--- config.mk ---
export PLATFORM = sky130hd
export DESIGN_NAME = sync_pair
export DESIGN_NICKNAME = d
export VERILOG_FILES = /design/src/rtl/sync_pkg.sv /design/src/rtl/sync_side_reg.sv /design/src/rtl/sync_irq_fsm.sv /design/src/rtl/sync_pair.sv
export SDC_FILE = /design/constraint.sdc
export NUM_CORES = 1
export LEC_CHECK = 0
export ABC_AREA = 1
export BUFFER_PORTS_ARGS = -buffer_cell sky130_fd_sc_hd__buf_2
export CAP_MARGIN = 25
export CORE_MARGIN = 2
export CORE_UTILIZATION = 39
export CTS_CLUSTER_SIZE = 12
export DETAILED_ROUTE_END_ITERATION = 8
export GPL_TIMING_DRIVEN = 0
export HOLD_SLACK_MARGIN = 0.05
export PLACE_DENSITY = 0.86
export SLEW_MARGIN = 0
export SYNTH_ARGS = -nofsm -noshare
export SYNTH_HDL_FRONTEND = slang
export SYNTH_SLANG_ARGS = --single-unit
--- constraint.sdc ---
create_clock -name clk -period 2.64 [get_ports clk]
set_input_delay 0.264 -clock clk [delete_from_list [all_inputs] [get_ports clk]]
set_output_delay 0.264 -clock clk [all_outputs]
set_load 0.1 [all_outputs]
--- src/rtl/sync_pkg.sv ---
package sync_pkg;
    localparam int REG_W      = 32;
    localparam int LANE_W     = 8;
    localparam int LANES      = REG_W / LANE_W;
    localparam int MSG_LANE   = 1;
    localparam int CTRL_LANE  = 3;
    localparam int MSG_LSB    = MSG_LANE * LANE_W;
    localparam int EN_BIT     = 31;
    localparam int TRIG_A_BIT = 30;
    localparam int TRIG_B_BIT = 29;

    typedef enum logic [1:0] {
        ST_IDLE    = 2'd0,
        ST_RAISE   = 2'd1,
        ST_PENDING = 2'd2
    } irq_state_t;
endpackage

--- src/rtl/sync_side_reg.sv ---
module sync_side_reg
    import sync_pkg::*;
(
    input  logic                clk,
    input  logic                rst_n,
    input  logic                wr,
    input  logic [LANES-1:0]    be,
    input  logic [REG_W-1:0]    wdata,
    output logic [LANE_W-1:0]   msg,
    output logic                en,
    output logic                req_a,
    output logic                req_b,
    output logic                clr_wr
);
    logic msg_we;
    logic ctrl_we;

    always_comb begin
        msg_we  = wr && be[MSG_LANE];
        ctrl_we = wr && be[CTRL_LANE];
        req_a   = ctrl_we && wdata[TRIG_A_BIT];
        req_b   = ctrl_we && wdata[TRIG_B_BIT];
        clr_wr  = ctrl_we && !wdata[TRIG_A_BIT] && !wdata[TRIG_B_BIT];
    end

    always_ff @(posedge clk or negedge rst_n) begin
        if (!rst_n) begin
            msg <= '0;
            en  <= 1'b0;
        end else begin
            if (msg_we) begin
                msg <= wdata[MSG_LSB +: LANE_W];
            end
            if (ctrl_we) begin
                en <= wdata[EN_BIT];
            end
        end
    end

    // message byte loads from lane 1
    a_r2_msg_load: assert property (@(posedge clk) disable iff (!rst_n)
        (wr && be[MSG_LANE]) |=> (msg == $past(wdata[MSG_LSB +: LANE_W])));
    // message byte holds without a lane-1 write
    a_r2_msg_hold: assert property (@(posedge clk) disable iff (!rst_n)
        !(wr && be[MSG_LANE]) |=> $stable(msg));
    // enable holds without a lane-3 write
    a_r4_en_hold: assert property (@(posedge clk) disable iff (!rst_n)
        !(wr && be[CTRL_LANE]) |=> $stable(en));
endmodule

--- src/rtl/sync_irq_fsm.sv ---
module sync_irq_fsm
    import sync_pkg::*;
#(
    parameter bit PULSE = 1'b0
) (
    input  logic clk,
    input  logic rst_n,
    input  logic raise,
    input  logic clr,
    output logic irq
);
    irq_state_t state_q;
    irq_state_t state_d;

    always_ff @(posedge clk or negedge rst_n) begin
        if (!rst_n) begin
            state_q <= ST_IDLE;
        end else begin
            state_q <= state_d;
        end
    end

    always_comb begin
        state_d = state_q;
        unique case (state_q)
            ST_IDLE: begin
                if (raise) state_d = ST_RAISE;
            end
            ST_RAISE: begin
                if (raise)    state_d = ST_RAISE;
                else if (clr) state_d = ST_IDLE;
                else          state_d = ST_PENDING;
            end
            ST_PENDING: begin
                if (raise)    state_d = ST_RAISE;
                else if (clr) state_d = ST_IDLE;
            end
            default: state_d = ST_IDLE;
        endcase
    end

    generate
        if (PULSE) begin : g_pulse
            always_comb irq = (state_q == ST_RAISE);
        end else begin : g_level
            always_comb irq = (state_q == ST_RAISE) || (state_q == ST_PENDING);
        end
    endgenerate

    // the interrupt only rises after a delivered request
    a_r7_rise_cause: assert property (@(posedge clk) disable iff (!rst_n)
        $rose(irq) |-> $past(raise));
    // a clear without a request empties the machine
    a_r8_clear: assert property (@(posedge clk) disable iff (!rst_n)
        (clr && !raise) |=> (state_q == ST_IDLE));
    // a request always lands in the raise state
    a_r7_raise: assert property (@(posedge clk) disable iff (!rst_n)
        raise |=> (state_q == ST_RAISE));
endmodule

--- src/rtl/sync_pair.sv ---
module sync_pair
    import sync_pkg::*;
#(
    parameter bit A_PULSE = 1'b0,
    parameter bit B_PULSE = 1'b0
) (
    input  logic              clk,
    input  logic              rst_n,
    input  logic              a_wr,
    input  logic [3:0]        a_be,
    input  logic [31:0]       a_wdata,
    output logic [31:0]       a_rdata,
    input  logic              a_ack,
    output logic              a_irq,
    input  logic              b_wr,
    input  logic [3:0]        b_be,
    input  logic [31:0]       b_wdata,
    output logic [31:0]       b_rdata,
    input  logic              b_ack,
    output logic              b_irq
);
    logic [LANE_W-1:0] a_msg, b_msg;
    logic a_en, b_en;
    logic a_req_a, a_req_b, a_clr_wr;
    logic b_req_a, b_req_b, b_clr_wr;
    logic raise_a, raise_b;

    sync_side_reg u_reg_a (
        .clk(clk), .rst_n(rst_n), .wr(a_wr), .be(a_be), .wdata(a_wdata),
        .msg(a_msg), .en(a_en), .req_a(a_req_a), .req_b(a_req_b), .clr_wr(a_clr_wr)
    );

    sync_side_reg u_reg_b (
        .clk(clk), .rst_n(rst_n), .wr(b_wr), .be(b_be), .wdata(b_wdata),
        .msg(b_msg), .en(b_en), .req_a(b_req_a), .req_b(b_req_b), .clr_wr(b_clr_wr)
    );

    always_comb begin
        raise_a = (a_req_a || b_req_a) && a_en;
        raise_b = (a_req_b || b_req_b) && b_en;
    end

    sync_irq_fsm #(.PULSE(A_PULSE)) u_irq_a (
        .clk(clk), .rst_n(rst_n), .raise(raise_a), .clr(a_ack || a_clr_wr), .irq(a_irq)
    );

    sync_irq_fsm #(.PULSE(B_PULSE)) u_irq_b (
        .clk(clk), .rst_n(rst_n), .raise(raise_b), .clr(b_ack || b_clr_wr), .irq(b_irq)
    );

    always_comb begin
        a_rdata = '0;
        a_rdata[EN_BIT] = a_en;
        a_rdata[MSG_LSB +: LANE_W] = a_msg;
        a_rdata[0 +: LANE_W] = b_msg;
        b_rdata = '0;
        b_rdata[EN_BIT] = b_en;
        b_rdata[MSG_LSB +: LANE_W] = b_msg;
        b_rdata[0 +: LANE_W] = a_msg;
    end

    // side A's posted byte shows up on side B's low byte
    a_r3_cross_ab: assert property (@(posedge clk) disable iff (!rst_n)
        (a_wr && a_be[MSG_LANE]) |=> (b_rdata[7:0] == $past(a_wdata[15:8])));
    // side B's posted byte shows up on side A's low byte
    a_r3_cross_ba: assert property (@(posedge clk) disable iff (!rst_n)
        (b_wr && b_be[MSG_LANE]) |=> (a_rdata[7:0] == $past(b_wdata[15:8])));
    // with side B disabled and no request, side B's interrupt cannot rise
    a_r6_gate_b: assert property (@(posedge clk) disable iff (!rst_n)
        (!b_en && !b_irq) |=> !b_irq);
endmodule

==> impl_metrics.toml <==
[sta]
period_share = 0.645
finalMaxSlewViolations = 0
hold_violations = 0
fin_setup_tns_ns = 0
setup_viol = 0
post-route-min-period_ns = 1.70
fmax_ghz = 0.587
fin_skew_ns = 0.00502
rsz0062_at_grt = "no"

[routing]
vias = 1166
drt-initial-drc-count = 27
ant_nets = 0
drt_wl_total_mm = 2.71
viasPerCell = 3.85
remaining_drc_errors = 0
drt_pass1_iterations = 4
wl_per_cell_um = 8.96

[worst_setup_path]
cp.required_ns = 2.38
startpoint_type = "flop"
crit_type = "reg -> out"
worst_setup_path_end_kind = "output pin"
cpMaxStageDelayCell = "dfrtp_1"
path_cells = "inv_1, ha_1, buf_2"
crit_family = "buffers and inverters"
cp_num_buf_inv = 2
worst-path-max-fanout = 4
critPathMaxStageDelay_ns = 0.42
worstPathArrival_ns = 1.44

[yosys]
yosys.area.top_type_share = 0.379
synth_top_family_by_area = "buffers and inverters"
synth_compound_area_frac = 0.0207
synth.area.top_cells = "dfrtp_1 38%, buf_4 25%, mux2_2 12%"
yosysMostFrequentCell = "buf_4"
synthMuxAreaShare = 0.124
syn-cell-area_mm2 = 0.00145
syn_area_per_cell_um2 = 9.42
synth-seq-cells = 22
synthSimpleGateAreaFrac = 0.125
synth-xor-area-share = 0
synth_warnings = 0
yosys.area.top_type = "dfrtp_1"
async_flop_share = 1.00
ys_types = 16
dominantRegCellSynth = "dfrtp_1"
synthAdderAreaFrac = 0.0690
seq_area_frac_synth = 0.379
synth_edf_count = 0
synth.top_cells.by_count = "48 x buf_4, 25 x nand2_1, 22 x dfrtp_1, 16 x mux2_2, 11 x inv_1"
synth_cells = 154

[placement]
port_buffers = 67
place_hpwl_mm = 2.35
globalplace.congestion = 0.711
place_inst = 298

[clock_tree]
cts.root.buffer_cell = "clkbuf_8"
path_clk_slew_ns = 0.07
htree_levels = 1
clock-sinks = 22
clk_latency_ns = 0.26
cts_tree = "built"
ctsLongestPathBuffers = 2
numCtsBuffers = 3

[pwr]
vdd_drop_max_mv = 0.549
pwr_density_cell_mw_per_mm2 = 1060
power.leakage_uw = 0.00120

[job]
maxCapViolCount = 0

[cells_and_area]
areaGrowthSynthToFinish_pct = 39.2
nFillCells = 344
finalNonFillerCells = 303
drive_gt1_frac = 0.557
fin_nets = 342
diodes = 0

[floorplanning]
die_w_um = 65.0
die_h_um = 65.0
start_util = 0.402
num_io_pins = 144
die-area_mm2 = 0.00423
core_area_mm2 = 0.00361
rows = 22

[min_path]
min_path_type = "in -> reg"

[global_routing]
overflow = 0
antenna_found_initial = 0
grt_pass1_vias = 1006
grt_pass1_wl_mm = 4.18
grt_usage = 0.128
grt_max_degree = 23

[outcome]
status = "finished clean"
-- layout by cell type (no fill, tap or decap) --
cell type      count
a21oi_1            1
buf_2             67
buf_4             48
clkbuf_8           4
conb_1            30
dfrtp_1           22
dlygate4sd3_1      1
ha_1               8
inv_1             11
inv_2              1
mux2_2            16
nand2_1           25
nand2_2            5
nand3_1            4
nand3_2            1
nor2_1             7
o21a_1             1
o21ai_1            2
o31ai_1            1
-- layer usage --
layer	vias up	global-route usage	share of wire
li1	608	-	-
met1	511	0.136	0.38
met2	45	0.244	0.54
met3	2	0.0417	0.081
met4	0	0.0239	0.0041
met5	-	0	0
-- flip-flops by register name, indices dropped and copies added, names as in the netlist --
signal,count
u_irq_a.state_q,2
u_irq_b.state_q,2
u_reg_b.en,1
u_reg_b.msg,8
u_reg_a.msg,8
u_reg_a.en,1
-- per-stage QoR --
stage	hold WS [ns]	area, µm²	total power [µW]	worst slack [ns]	util
floorplan	-0.0316	1560	1750	1.04	-
global placement	0.255	1960	1890	1.24	0.542
detailed placement	0.264	1960	1920	1.22	0.542
CTS	0.193	2020	2160	0.924	0.560
global route	0.218	2020	2250	0.871	0.560
finish	0.202	2020	2140	0.937	0.560
-- worst paths after layout --
path,slack (ns),start,endpoint,cells after the start
worst max-delay path,0.94,u_irq_a.state_q[0]$_DFFE_PN0P_,a_irq,3
worst min-delay path,0.20,b_wdata[31],u_reg_b.en$_DFFE_PN0N_,3
worst max register to register,1.46,u_irq_b.state_q[0]$_DFFE_PN0P_,u_irq_b.state_q[0]$_DFFE_PN0P_,4
worst min register to register,0.52,u_reg_a.en$_DFFE_PN0N_,u_reg_a.en$_DFFE_PN0N_,2
max in group asynchronous,1.80,rst_n,u_irq_a.state_q[0]$_DFFE_PN0P_,2
min in group asynchronous,0.50,rst_n,u_reg_b.msg[0]$_DFFE_PN0P_,2
-- repair_timing --
action                                 4_1_cts  5_1_grt
buffers inserted                             0        0
resized for setup                            0        0
hold buffers                                 1        0
setup endpoints to repair                    0        0
endpoints found under the hold margin       22        0
-- cells by family (layout without fill, tap and decap cells) --
family | after synthesis | in the layout
simple gates | 42 | 42
other cells | 1 | 30
buf+inv | 60 | 132
mux | 16 | 16
compound gates | 5 | 5
fa+ha+maj | 8 | 8
flops | 22 | 22
-- power by group --
part           total (µW)  switching, µW  internal [µW]
combinational        1440           1160            285
sequential            459           55.3            404
clock                 240            107            133
-- area by class of cell --
cell class | count | area, µm² | area share
well taps | 48 | 60.1 | 0.0297
inverters | 12 | 45.0 | 0.0223
repair buffers | 68 | 345 | 0.171
clock buffers | 4 | 55.1 | 0.0272
multi-input cells | 101 | 604 | 0.299
flip-flops and latches | 22 | 551 | 0.272
plain buffers | 48 | 360 | 0.178
-- worst register-to-register path: stages (launching register included) --
cell     delay, ns
dfrtp_1       0.40
inv_1         0.08
ha_1          0.23
o31ai_1       0.27
o21ai_1       0.09
Note: power is estimated with default switching activity, not from simulation.
